$ cat src/rtl/mfa_pkg.sv
package mfa_pkg;
  // Nine-bit alignment word: MSB first, bits [8:5] in frame 1, bits [4:0] in frame 2
  localparam logic [8:0] ALIGN_WORD = 9'b110010100;
  localparam int unsigned MF_FRAMES = 4;
  localparam int unsigned FRM_W = 2;
  localparam int unsigned OH_BITS = 5;
endpackage

$ cat src/rtl/mfa_pos_counter.sv
module mfa_pos_counter #(
  parameter int unsigned FRAME_LEN = 789,
  parameter int unsigned POS_W = $clog2(FRAME_LEN),
  parameter int unsigned FRM_W = 2
) (
  input  logic             clk,
  input  logic             rst_n,
  input  logic             adv,
  output logic [POS_W-1:0] bit_pos,
  output logic [FRM_W-1:0] frame_num,
  output logic             mf_last
);
  localparam logic [POS_W-1:0] LAST_BIT = POS_W'(FRAME_LEN - 1);

  logic frame_last;
  assign frame_last = (bit_pos == LAST_BIT);
  assign mf_last    = frame_last && (frame_num == '1);

  always_ff @(posedge clk) begin
    if (!rst_n) begin
      bit_pos   <= '0;
      frame_num <= '0;
    end else if (adv) begin
      if (frame_last) begin
        bit_pos   <= '0;
        frame_num <= frame_num + 1'b1;
      end else begin
        bit_pos <= bit_pos + 1'b1;
      end
    end
  end

  AST_POS_RANGE: assert property (@(posedge clk) disable iff (!rst_n)
    bit_pos <= LAST_BIT);
  AST_IDLE_HOLD: assert property (@(posedge clk) disable iff (!rst_n)
    !adv |=> $stable(bit_pos) && $stable(frame_num));
endmodule

$ cat src/rtl/mfa_slot_decode.sv
module mfa_slot_decode
  import mfa_pkg::*;
#(
  parameter int unsigned FRAME_LEN = 789,
  parameter int unsigned POS_W = $clog2(FRAME_LEN)
) (
  input  logic [POS_W-1:0] bit_pos,
  input  logic [FRM_W-1:0] frame_num,
  output logic             align_slot,
  output logic             align_exp,
  output logic             link_slot,
  output logic             alarm_slot
);
  localparam logic [POS_W-1:0] OH_START = POS_W'(FRAME_LEN - OH_BITS);
  localparam logic [POS_W-1:0] LAST_BIT = POS_W'(FRAME_LEN - 1);
  localparam logic [POS_W-1:0] PEN_BIT  = POS_W'(FRAME_LEN - 2);

  logic             in_oh;
  logic [POS_W-1:0] off;
  logic [3:0]       idx;
  logic [15:0]      word;

  assign word  = {7'b0, ALIGN_WORD};
  assign in_oh = (bit_pos >= OH_START);
  assign off   = bit_pos - OH_START;

  always_comb begin
    align_slot = 1'b0;
    idx        = 4'd0;
    if (frame_num == 2'd0) begin
      align_slot = in_oh && (bit_pos != LAST_BIT);
      idx        = 4'd8 - off[3:0];
    end else if (frame_num == 2'd1) begin
      align_slot = in_oh;
      idx        = 4'd4 - off[3:0];
    end
    align_exp = align_slot & word[idx];
  end

  assign link_slot  = (frame_num == 2'd0 || frame_num == 2'd2) && (bit_pos == LAST_BIT);
  assign alarm_slot = (frame_num == 2'd2) && (bit_pos == PEN_BIT);
endmodule

$ cat src/rtl/mfa_sync_ctrl.sv
module mfa_sync_ctrl #(
  parameter int unsigned CONFIRM_MF = 2,
  parameter int unsigned LOSS_MF = 3
) (
  input  logic clk,
  input  logic rst_n,
  input  logic in_valid,
  input  logic mismatch,
  input  logic mf_last,
  output logic locked,
  output logic slip
);
  localparam int unsigned HIT_W  = $clog2(CONFIRM_MF + 1);
  localparam int unsigned MISS_W = $clog2(LOSS_MF + 1);

  logic              mf_ok;
  logic [HIT_W-1:0]  hits;
  logic [MISS_W-1:0] misses;

  assign slip = in_valid && mismatch && !locked;

  always_ff @(posedge clk) begin
    if (!rst_n) begin
      locked <= 1'b0;
      mf_ok  <= 1'b1;
      hits   <= '0;
      misses <= '0;
    end else if (in_valid) begin
      if (mismatch) begin
        mf_ok <= 1'b0;
        if (!locked) hits <= '0;
      end
      if (mf_last) begin
        mf_ok <= 1'b1;
        if (!locked) begin
          if (!mf_ok) hits <= '0;
          else if (hits == HIT_W'(CONFIRM_MF - 1)) begin
            locked <= 1'b1;
            hits   <= '0;
            misses <= '0;
          end else hits <= hits + 1'b1;
        end else begin
          if (mf_ok) misses <= '0;
          else if (misses == MISS_W'(LOSS_MF - 1)) begin
            locked <= 1'b0;
            misses <= '0;
            hits   <= '0;
          end else misses <= misses + 1'b1;
        end
      end
    end
  end

  AST_LOCK_NEEDS_CLEAN: assert property (@(posedge clk) disable iff (!rst_n)
    $rose(locked) |-> $past(mf_ok) && $past(mf_last) && $past(in_valid));
  AST_MISS_BOUND: assert property (@(posedge clk) disable iff (!rst_n)
    misses < MISS_W'(LOSS_MF));
endmodule

$ cat src/rtl/mfa_align_rx.sv
module mfa_align_rx
  import mfa_pkg::*;
#(
  parameter int unsigned FRAME_LEN = 789,
  parameter int unsigned CONFIRM_MF = 2,
  parameter int unsigned LOSS_MF = 3,
  localparam int unsigned POS_W = $clog2(FRAME_LEN)
) (
  input  logic             clk,
  input  logic             rst_n,
  input  logic             in_valid,
  input  logic             in_bit,
  output logic [POS_W-1:0] bit_pos,
  output logic [1:0]       frame_num,
  output logic             in_sync,
  output logic             link_valid,
  output logic             link_bit,
  output logic             alarm
);
  logic align_slot, align_exp, link_slot, alarm_slot;
  logic mismatch, slip, mf_last;

  mfa_pos_counter #(.FRAME_LEN(FRAME_LEN), .POS_W(POS_W), .FRM_W(FRM_W)) u_pos (
    .clk(clk), .rst_n(rst_n), .adv(in_valid && !slip),
    .bit_pos(bit_pos), .frame_num(frame_num), .mf_last(mf_last)
  );

  mfa_slot_decode #(.FRAME_LEN(FRAME_LEN), .POS_W(POS_W)) u_dec (
    .bit_pos(bit_pos), .frame_num(frame_num),
    .align_slot(align_slot), .align_exp(align_exp),
    .link_slot(link_slot), .alarm_slot(alarm_slot)
  );

  assign mismatch = align_slot && (in_bit != align_exp);

  mfa_sync_ctrl #(.CONFIRM_MF(CONFIRM_MF), .LOSS_MF(LOSS_MF)) u_ctrl (
    .clk(clk), .rst_n(rst_n), .in_valid(in_valid), .mismatch(mismatch),
    .mf_last(mf_last), .locked(in_sync), .slip(slip)
  );

  always_ff @(posedge clk) begin
    if (!rst_n) begin
      link_valid <= 1'b0;
      link_bit   <= 1'b0;
      alarm      <= 1'b0;
    end else begin
      link_valid <= in_valid && in_sync && link_slot;
      if (in_valid && in_sync && link_slot) link_bit <= in_bit;
      if (in_valid && in_sync && alarm_slot) alarm <= in_bit;
    end
  end

  AST_SYNC_AT_BOUNDARY: assert property (@(posedge clk) disable iff (!rst_n)
    $rose(in_sync) |-> bit_pos == '0 && frame_num == 2'd0);
  AST_LOSS_AT_BOUNDARY: assert property (@(posedge clk) disable iff (!rst_n)
    $fell(in_sync) |-> bit_pos == '0 && frame_num == 2'd0);
  AST_LINK_ONLY_LOCKED: assert property (@(posedge clk) disable iff (!rst_n)
    link_valid |-> $past(in_sync));
  AST_ALARM_HOLD: assert property (@(posedge clk) disable iff (!rst_n)
    !in_sync |=> $stable(alarm));
  AST_NO_SLIP_IN_SYNC: assert property (@(posedge clk) disable iff (!rst_n)
    in_sync && in_valid && !$past(in_valid) |=> $changed(bit_pos) || $changed(frame_num));
endmodule

$ cat config.mk
export PLATFORM = sky130hd
export DESIGN_NAME = mfa_align_rx
export DESIGN_NICKNAME = d
export VERILOG_FILES = /design/src/rtl/mfa_pkg.sv /design/src/rtl/mfa_pos_counter.sv /design/src/rtl/mfa_slot_decode.sv /design/src/rtl/mfa_sync_ctrl.sv /design/src/rtl/mfa_align_rx.sv
export SDC_FILE = /design/constraint.sdc
export NUM_CORES = 1
export LEC_CHECK = 0
export BUFFER_PORTS_ARGS = -buffer_cell sky130_fd_sc_hd__buf_2
export CAP_MARGIN = 10
export CORE_ASPECT_RATIO = 0.75
export CORE_MARGIN = 5
export CORE_UTILIZATION = 30
export DETAILED_ROUTE_END_ITERATION = 10
export SETUP_SLACK_MARGIN = 0.3
export SLEW_MARGIN = 0
export SYNTH_ARGS = -nofsm -noshare
export SYNTH_HDL_FRONTEND = slang
export SYNTH_HIERARCHICAL = 1
export SYNTH_SLANG_ARGS = --single-unit
$ cat constraint.sdc
create_clock -name clk -period 3.7 [get_ports clk]
set_input_delay 0.37 -clock clk [delete_from_list [all_inputs] [get_ports clk]]
set_output_delay 0.37 -clock clk [all_outputs]
set_load 0.02 [all_outputs]
==> reports/qor.log, run 1 <==
[synth] Avg Synthesized Cell Area 9.05 sq um
[power] P_int 0.000335 W
[timing] worst rel slew slack 0.693
[timing] setup repair after global routing missed its margin true
[timing] worst clock skew on the final layout 0.00260 ns
[timing] maximum achievable frequency 0.304 GHz
[min_path] Tightest Hold Check Type in -> reg
[global_routing] overall overflow remaining after global route 0
[layout] cell area after layout 1590 sq um
[min_path] Min-Delay Path Depth 3
[layout] antenna cell count 0
[placement] RePlAce Congestion 0.786
[power] Final Power 0.000455 W
[floorplan] x dimension of the die 86.1 um
[clock_tree] total CTS buffers 3
[power] net switching share of the total power 0.264
[timing] Tmin final 3.29 ns
[global_routing] antenna violations before repair 0
[synth] post-synth net total 156
[setup_path] WP data required 3.91 ns
[power] leakage component of the power 0.679 nW
[outcome] outcome completed
[timing] share of the cycle needed by the critical path after routing 0.888
[routing] residual DRC count 0
[routing] starting DRC count in detailed routing 84
[timing] endpoints failing setup 0
[synth] cell type with the highest aggregate area in the netlist dfxtp_1
[synth] top cells by area, synth dfxtp_1 32%, ha_1 7.7%, nand2_1 4.9%, mux2i_1 3.8%, o21ai_0 2.7%
[min_path] Hold Crit Start in_bit
[power] combinational fraction of design power 0.154
[routing] DR pass1 iterations 4
[placement] total half-perimeter wirelength after legalization and detailed placement 2170 um
[floorplan] standard cell core area 4130 sq um
[floorplan] number of ports placed on the die boundary 20
[synth] number of library cell types mapped by synthesis 47
[power] Sequential Power Share 0.507
[timing] Fin. Hold Viols 0
[flow_run] number of maximum-capacitance violations 0
[layout] Util after Layout 0.384
[routing] remaining antenna violation count after routing 0
[synth] share of synthesized area spent on multiplexers 0.0384
[synth] most frequent cell after synthesis dfxtp_1
[placement] placed standard-cell area 1490 sq um
[clock_tree] Max Buffers Root-to-Sink 2
[global_routing] wire length of the first global-routing pass 4970 um
[synth] XOR/XNOR Fraction of Synth Area 0.0451
[setup_path] Crit. End Element flip-flop
[setup_path] launching element type of the critical path flip-flop
[global_routing] number of global-route vias before repair 994
[synth] number of enable flip-flop cells after synthesis 0
[synth] register area share after synthesis 0.322
[power] maximum vdd drop 113 uV
[routing] wirelength, routed 2990 um
[clock_tree] number of hold buffers added after cts 0
[synth] Commonest cells post-synth 21 x dfxtp_1, 17 x nand2_1, 8 x ha_1
[clock_tree] Skew-Pair Late Insertion Delay 0.26 ns
[clock_tree] Root Buffer clkbuf_8
[floorplan] standard-cell rows 20
[layout] filler-free cell count of the finished design 227
[timing] transition time at the pin with the least slew margin 0.458 ns
[power] net switching power figure 0.000120 W
[clock_tree] Clock transition at path regs 0.08 ns
[setup_path] RR Startpoint u_pos/bit_pos[1]
[floorplan] Initial Utilization 0.316
[power] clock share of power 0.340
[setup_path] largest fanout of any net on the critical path 8
[clock_tree] H-tree lvl count 1
[synth] Cell Area, Synth 1300 sq um
[clock_tree] number of sinks handled by clock tree synthesis 21
[layout] ratio of cells with drive above 1 in the final layout 0.267
[setup_path] Reg2Reg Capture Point u_pos/bit_pos[9]
[setup_path] worst endpoint data arrival time 3.49 ns
[placement] PortBufs 19
[min_path] endpoint with the worst hold slack link_bit
[setup_path] flop2flop setup slack 0.41 ns
[global_routing] largest net degree at the start of global routing 17
[synth] Synth Area in Adders 0.0768
[synth] compound-cell area share of the yosys netlist 0.168
[routing] Via Count 1,135
[synth] number of flip-flops and latches in the synthesized netlist 21
[floorplan] Die Y 67.1 um
[synth] Yosys top cell area share 0.322
[setup_path] R2R cell count 15
[power] total power per unit cell area 287 nW/um^2
[synth] largest family of logic cells by synthesized area simple AND/OR/NAND/NOR gates
[setup_path] Crit Path Category reg -> reg
[clock_tree] TritonCTS clock tree yes
[layout] Final Net Count 185
[floorplan] overall die area 5780 sq um
[global_routing] combined global-route utilization of all metal layers 0.108
[synth] Post-synth top flop dfxtp_1
[routing] Via-to-Cell Ratio 5.00
[timing] count of final max-slew check failures 0
[routing] WL per Instance 13.1 um
[timing] Setup TNS Final 0 ns
[layout] Syn-to-layout area delta 21.7%
[placement] number of cells in the design after placement 220
[synth] synth warn 6
[layout] filler instances 433
[synth] asr flop ratio synth 0
[synth] simple-gate portion of the synthesized area 0.319
[synth] number of instances in the synthesized netlist 144
==> worst max-delay path: stages (launching register included) <==
cell	delay, ns
dfxtp_4	0.37
inv_1	0.07
ha_1	0.26
nor2b_1	0.15
ha_1	0.28
or3b_1	0.33
a22o_1	0.20
a21boi_1	0.15
xor2_1	0.08
and2_1	0.16
nand2_2	0.09
nor2_1	0.05
nor2b_2	0.21
nand4_4	0.15
or4_4	0.55
a21oi_2	0.13
==> layer usage <==
layer / vias to the layer above / GRT usage / wire (um)
li1: 591 / - / -
met1: 511 / 0.168 / 1630
met2: 33 / 0.143 / 1190
met3: 0 / 0.0222 / 160
met4: 0 / 0.0296 / 0
met5: - / 0 / 0
==> sequential cells by signal, summed over array words and instances, names as in the netlist <==
name / flops
alarm: 1
u_ctrl/hits: 2
u_pos/frame_num: 2
u_pos/bit_pos: 10
u_ctrl/locked: 1
u_ctrl/mf_ok: 1
link_bit: 1
u_ctrl/misses: 2
link_valid: 1
==> per-stage QoR <==
| step | worst slack [ns] | hold slack (ns) |
|---|---|---|
| 2_1_floorplan | 0.320 | 0.424 |
| 3_3_place_gp | 0.254 | 0.438 |
| 3_5_place_dp | 0.190 | 0.438 |
| 4_1_cts | 0.324 | 0.413 |
| 5_1_grt | 0.234 | 0.434 |
| 6_report | 0.415 | 0.418 |
==> power by group through the flow <==
stage | combinational (W) | clock (W) | sequential, W
floorplan | 0.0000391 | 0 | 0.000242
global placement | 0.0000634 | 0 | 0.000237
detailed placement | 0.0000637 | 0 | 0.000237
CTS | 0.0000647 | 0.000159 | 0.000232
global route | 0.0000774 | 0.000172 | 0.000231
finish | 0.0000699 | 0.000154 | 0.000230
==> cell families (layout without fill, tap and decap cells) <==
group	count (synthesis)	in the layout
AND/OR/NAND/NOR	66	66
flip-flops	21	21
multiplexers	5	5
AO/OA/AOI/OAI	29	29
adder cells (fa/ha/maj)	8	8
buffers and inverters	10	38
XOR/XNOR	5	5
==> how the worst max path moves through the flow <==
| stage | from | endpoint | slack, ns |
|---|---|---|---|
| after CTS | u_pos/bit_pos[1] | u_pos/bit_pos[8] | 0.32 |
| after detailed placement | u_pos/bit_pos[1] | u_pos/bit_pos[9] | 0.19 |
| after floorplan | u_pos/bit_pos[0] | u_pos/bit_pos[8] | 0.32 |
| after global routing | u_pos/bit_pos[1] | u_pos/bit_pos[9] | 0.23 |
| final | u_pos/bit_pos[1] | u_pos/bit_pos[9] | 0.41 |
| after global placement | u_pos/bit_pos[1] | u_pos/bit_pos[8] | 0.25 |
==> layout make-up <==
cell class	instances	area, sq um	area share
inverters	7	26.3	0.0166
well taps	55	68.8	0.0434
clock inverters	1	5.00	0.00315
repair buffers	27	155	0.0978
flip-flops and latches	21	425	0.268
clock buffers	3	41.3	0.0260
multi-input cells	113	865	0.545
==> layout by cell type, fill, tap and decap left out, drive strengths merged, types with 2 or more instances in the layout <==
cell type	instances
nor2	7
inv	7
or3b	3
nand4b	2
nor4	3
buf	27
and3b	2
a21oi	6
dfxtp	21
nand2b	3
nand3	4
nor4bb	2
nand2	17
nand4	4
clkbuf	3
ha	8
xor2	3
nor3	2
o21ai	7
a21boi	3
nor2b	4
or3	5
or4	2
mux2i	5
o31ai	3
==> repair_timing <==
item                                    in CTS  in global routing
setup buffers                                0                  3
pin swaps                                    0                  2
endpoints found under the setup margin       8                 12
resized for setup                            2                  4
No activity file was read; power rests on OpenSTA's default activity.
==> run 2: changes to the inputs <==
==> constraint.sdc (replaced) <==
create_clock -name clk -period 3.2 [get_ports clk]
set_input_delay 0.32 -clock clk [delete_from_list [all_inputs] [get_ports clk]]
set_output_delay 0.32 -clock clk [all_outputs]
set_load 0.02 [all_outputs]
==> run 2 against run 1 <==
Compared with the run above:
- register-to-register slack worse by 0.27 ns
- total power up 19%
- first-iteration DRC count increased by 31%
- via count increased by 6.9%
- fmax is 7.5% higher
- critical path depth rose by 2
- wire length is 12% higher
- final cell count grew 4.4%
- setup slack got worse by 0.27 ns
- final area increased by 9.3%
- hold slack got worse by 0.056 ns
- largest power group unchanged
==> reports/qor.log, run 2 (synthesized netlist as in run 1, its figures left out) <==
[layout] filler instances 426
[setup_path] Crit Path Category reg -> reg
[global_routing] met2 Track Usage GR 0.172
[floorplan] x dimension of the die 86.1 um
[placement] RePlAce Congestion 0.781
[clock_tree] total CTS buffers 3
[setup_path] worst endpoint data arrival time 3.26 ns
[setup_path] CP bufs+invs 3
[setup_path] cell type group with the largest total delay on the critical path simple AND/OR/NAND/NOR gates
[power] Sequential Power Share 0.494
[routing] residual DRC count 0
[floorplan] Die Y 67.1 um
[layout] ratio of cells with drive above 1 in the final layout 0.352
[setup_path] WP data required 3.40 ns
[routing] Via Count 1,213
[timing] worst clock skew on the final layout 0.00224 ns
[floorplan] Initial Utilization 0.316
[routing] DR pass1 iterations 4
[global_routing] overall overflow remaining after global route 0
[global_routing] wire length of the first global-routing pass 5500 um
[floorplan] standard-cell rows 20
[global_routing] global routing usage on met1 0.184
[timing] setup repair after global routing missed its margin true
[timing] worst rel slew slack 0.673
[global_routing] busiest grt layer met1
[timing] Fin. Hold Viols 0
[setup_path] master of the slowest instance on the critical path dfxtp_4
[power] P_int 0.000399 W
[timing] Tmin final 3.06 ns
[setup_path] max incr delay on CP 0.36 ns
[layout] antenna cell count 0
[min_path] Tightest Hold Check Type in -> reg
[power] leakage component of the power 0.731 nW
[global_routing] antenna violations before repair 0
[routing] starting DRC count in detailed routing 110
[layout] register name with the most flops u_pos/bit_pos
[routing] remaining antenna violation count after routing 0
[clock_tree] H-tree lvl count 1
[layout] Final Net Count 195
[power] maximum vdd drop 195 uV
[timing] share of the cycle needed by the critical path after routing 0.955
[timing] maximum achievable frequency 0.327 GHz
[global_routing] combined global-route utilization of all metal layers 0.121
[power] total power per unit cell area 311 nW/um^2
[power] net switching power figure 0.000141 W
[timing] transition time at the pin with the least slew margin 0.487 ns
[power] combinational fraction of design power 0.181
[power] net switching share of the total power 0.261
[layout] Util after Layout 0.420
[flow_run] number of maximum-capacitance violations 0
[layout] Largest register FFs 10
[clock_tree] TritonCTS clock tree yes
[layout] commonest non-fill, non-tap cells in the layout 19 x dfxtp_1, 19 x buf_2, 16 x buf_4
[floorplan] standard cell core area 4130 sq um
[clock_tree] Root Buffer clkbuf_8
[timing] Setup TNS Final 0 ns
[timing] endpoints failing setup 0
[floorplan] number of ports placed on the die boundary 20
[layout] Syn-to-layout area delta 33.0%
[setup_path] Crit. End Element flip-flop
[setup_path] largest fanout of any net on the critical path 5
[setup_path] cell seen most often among critical-path stages ha_4
[timing] count of final max-slew check failures 0
[global_routing] number of global-route vias before repair 1,084
[clock_tree] Clock transition at path regs 0.08 ns
[setup_path] launching element type of the critical path flip-flop
[placement] PortBufs 19
[routing] Via-to-Cell Ratio 5.12
[global_routing] routing usage on met3 0.0185
[outcome] outcome completed
[power] Final Power 0.000540 W
[floorplan] overall die area 5780 sq um
[routing] wirelength, routed 3350 um
[clock_tree] Max Buffers Root-to-Sink 2
[power] clock share of power 0.325
[routing] WL per Instance 14.1 um
[clock_tree] number of sinks handled by clock tree synthesis 21
[clock_tree] Skew-Pair Late Insertion Delay 0.26 ns
[global_routing] largest net degree at the start of global routing 17
[setup_path] cell breakdown of the critical path inv_4, ha_4, nor2b_4, ha_4, or3b_1, a22o_1, a21boi_1, xor2_1, and2_1, nand2_2, nor2_1, nor2b_1, buf_4, nand4_4, buf_6, or3_4, a21oi_2
[placement] total half-perimeter wirelength after legalization and detailed placement 2290 um
## run 2: cell types whose count changed in the layout (fill, tap and decap cells not counted), sizes merged
cell | before | now
buf | 27 | 37
clkinv | 1 | 0
clkbuf | 3 | 4
## run 2: per-layer routing
metal	vias up	wire, um	share of wire
li1	612	-	-
met1	577	1700	0.51
met2	22	1520	0.45
met3	2	115	0.034
met4	0	19	0.0057
met5	-	0	0
## run 2: layout make-up
type | instances | area, sq um | share of cell area
Multi-Input combinational cell | 113 | 921 | 0.531
Inverter | 7 | 33.8 | 0.0195
Tap cell | 55 | 68.8 | 0.0397
Timing Repair Buffer | 37 | 238 | 0.137
Sequential cell | 21 | 428 | 0.247
Clock buffer | 4 | 45.0 | 0.0260
## run 2: final timing paths
check,slack (ns),start,endpoint,cells past startpoint
hold / removal,0.36,in_bit,link_bit,3
setup reg to reg,0.14,u_pos/bit_pos[0],u_pos/bit_pos[7],17
hold reg to reg,0.45,u_ctrl/hits[1],u_ctrl/hits[1],1
setup / recovery,0.14,u_pos/bit_pos[0],u_pos/bit_pos[7],17
## run 2: power groups by stage
stage          logic (W)  clock network [W]  registers, W
2_1_floorplan  0.0000488                  0      0.000280
3_3_place_gp   0.0000831                  0      0.000272
3_5_place_dp   0.0000828                  0      0.000272
4_1_cts        0.0000926           0.000181      0.000267
5_1_grt         0.000109           0.000194      0.000267
6_report       0.0000977           0.000176      0.000267
## run 2: tightest hold or removal path, delay by kind of cell
family / cells / cell delay (ns)
buf+inv: 1 / 0.12
simple gates: 1 / 0.07
mux: 1 / 0.06
## run 2: through the flow
stage                     setup WS (ns)  cells  cell area (sq um)  hold WS (ns)
after floorplan                  0.0999    144               1330         0.424
after global placement           0.0914    223               1540         0.448
after detailed placement         0.0324    223               1540         0.437
after CTS                         0.118    237               1700         0.364
after global routing          0.0000715    237               1730         0.370
final                             0.143    237               1730         0.362
## run 2: timing repair
item                       4_1_cts  5_1_grt
pin swaps                        9        8
hold buffers                     0        0
buffers inserted                10        0
gates resized for setup          7        7
setup endpoints to repair       12       15
==> run 3: changes to the inputs <==
--- a/config.mk
+++ b/config.mk
@@ -5,12 +5,12 @@
 export SDC_FILE = /design/constraint.sdc
 export NUM_CORES = 1
 export LEC_CHECK = 0
-export BUFFER_PORTS_ARGS = -buffer_cell sky130_fd_sc_hd__buf_2
 export CAP_MARGIN = 10
 export CORE_ASPECT_RATIO = 0.75
 export CORE_MARGIN = 5
-export CORE_UTILIZATION = 30
+export CORE_UTILIZATION = 40
 export DETAILED_ROUTE_END_ITERATION = 10
+export DONT_BUFFER_PORTS = 1
 export SETUP_SLACK_MARGIN = 0.3
 export SLEW_MARGIN = 0
 export SYNTH_ARGS = -nofsm -noshare
==> run 3 against run 2 <==
Compared with the run above:
- total power decreased by 1.0%
- non-clock buffer count decreased by 14
- core utilization rose by 11 points
- flip-flop and latch count unchanged
- wire length is 3.1% lower
- setup slack better by 0.0040 ns
- final area decreased by 2.4%
- highest routed layer unchanged
- final cell count shrank 12%
- sequential power about the same
- via count down 4.0%
==> reports/qor.log, run 3 (synthesized netlist as in run 1, its figures left out) <==
[clock_tree] total CTS buffers 3
[timing] count of final max-slew check failures 0
[layout] Largest register FFs 10
[layout] commonest non-fill, non-tap cells in the layout 19 x dfxtp_1, 16 x buf_4, 14 x nand2_1
[clock_tree] TritonCTS clock tree yes
[clock_tree] H-tree lvl count 1
[outcome] outcome completed
[routing] residual DRC count 0
[setup_path] Crit. End Element flip-flop
[floorplan] standard-cell rows 18
[timing] share of the cycle needed by the critical path after routing 0.954
[timing] Tmin final 3.05 ns
[power] leakage component of the power 0.671 nW
[timing] endpoints failing setup 0
[global_routing] combined global-route utilization of all metal layers 0.145
[clock_tree] Clock transition at path regs 0.08 ns
[floorplan] Die Y 59.4 um
[timing] maximum achievable frequency 0.328 GHz
[layout] leading cell type in the layout, fill and taps excluded dfxtp_1
[floorplan] x dimension of the die 75.9 um
[timing] Setup TNS Final 0 ns
[clock_tree] Skew-Pair Late Insertion Delay 0.26 ns
[setup_path] flop2flop setup slack 0.15 ns
[setup_path] worst endpoint data arrival time 3.21 ns
[timing] setup repair after global routing missed its margin true
[timing] Fin. Hold Viols 0
[floorplan] Initial Utilization 0.405
[timing] tightest hold margin 0.172 ns
[clock_tree] number of hold buffers added after cts 0
[power] total power per unit cell area 316 nW/um^2
[clock_tree] Root Buffer clkbuf_8
[layout] filler-free cell count of the finished design 208
[global_routing] largest net degree at the start of global routing 17
[global_routing] number of global-route vias before repair 1,124
[routing] Via-to-Cell Ratio 5.60
[clock_tree] number of sinks handled by clock tree synthesis 21
[floorplan] number of ports placed on the die boundary 20
[routing] starting DRC count in detailed routing 71
[routing] wirelength, routed 3250 um
[clock_tree] Max Buffers Root-to-Sink 2
[floorplan] overall die area 4510 sq um
[global_routing] overall overflow remaining after global route 0
[placement] RePlAce Congestion 0.787
[setup_path] Crit Path Category reg -> reg
[routing] Via Count 1,165
[global_routing] wire length of the first global-routing pass 5360 um
[layout] Syn-to-layout area delta 29.8%
[layout] antenna cell count 0
[setup_path] RR Startpoint u_pos/bit_pos[1]
[setup_path] WP data required 3.36 ns
[min_path] Hold Crit Start rst_n
[setup_path] launching element type of the critical path flip-flop
[min_path] Tightest Hold Check Type in -> reg
[layout] register name with the most flops u_pos/bit_pos
[layout] Final Net Count 181
[power] maximum vdd drop 170 uV
[routing] WL per Instance 15.6 um
[setup_path] largest fanout of any net on the critical path 4
[min_path] Min-Delay Path Depth 2
[setup_path] R2R cell count 19
[flow_run] number of maximum-capacitance violations 0
[floorplan] standard cell core area 3220 sq um
[placement] number of cells in the design after placement 195
[timing] worst rel slew slack 0.604
[timing] transition time at the pin with the least slew margin 0.593 ns
[layout] ratio of cells with drive above 1 in the final layout 0.327
[placement] PortBufs 0
[routing] DR pass1 iterations 4
[global_routing] antenna violations before repair 0
[routing] remaining antenna violation count after routing 0
[placement] total half-perimeter wirelength after legalization and detailed placement 2350 um
[setup_path] origin of the worst setup path u_pos/bit_pos[1]
[timing] worst clock skew on the final layout 0.00132 ns
==> run 3: timing repair <==
action	CTS	global route
setup buffers	9	0
endpoints found under the setup margin	12	15
pin swaps	14	9
cloned	0	0
resized for setup	13	10
==> run 3: per-layer routing <==
layer,vias to the layer above,share of wire,GRT usage
met5,-,0,0
met4,0,0.0052,0.0431
met3,2,0.067,0.0441
met2,35,0.46,0.227
met1,540,0.47,0.194
li1,588,-,-
==> run 3: critical path, stage by stage, from the launching register on <==
cell      delay, ns
dfxtp_4        0.36
inv_4          0.04
ha_4           0.22
nor2b_4        0.13
ha_4           0.25
or3b_1         0.33
a22o_1         0.20
a21boi_2       0.15
xor2_1         0.13
and2_1         0.16
nand2_2        0.07
nor2_2         0.08
nor2b_1        0.05
buf_4          0.14
buf_6          0.12
buf_6          0.11
buf_6          0.12
nand4_1        0.08
xor2_1         0.16
nor2_1         0.05
==> run 3: path summary, 6_finish.rpt <==
kind                            to
setup reg to reg  u_pos/bit_pos[4]
hold / removal          link_valid
setup / recovery  u_pos/bit_pos[4]
hold reg to reg     u_ctrl/hits[1]
==> run 3: area by class of cell <==
class,instances,area [sq um]
fill,294,1530
multi-input combinational,113,936
sequential,21,428
timing repair buffer,23,199
tap,40,50.0
clock buffer,3,41.3
inverter,7,33.8
clock inverter,1,5.00
==> run 3: power breakdown <==
group	internal, W	leakage (nW)	total (W)	switching, W
clock	0.0000867	0.0255	0.000173	0.0000863
sequential	0.000264	0.171	0.000266	0.00000236
combinational	0.0000474	0.474	0.0000950	0.0000477
==> run 3: stage by stage <==
step | setup slack (ns) | cell area, sq um | total power [W] | utilization
after floorplan | 0.0999 | 1330 | 0.000329 | -
after global placement | 0.0828 | 1470 | 0.000345 | 0.457
after detailed placement | 0.0540 | 1470 | 0.000347 | 0.457
after CTS | 0.0900 | 1650 | 0.000539 | 0.514
after global routing | 0.0114 | 1690 | 0.000564 | 0.526
final | 0.147 | 1690 | 0.000534 | 0.526
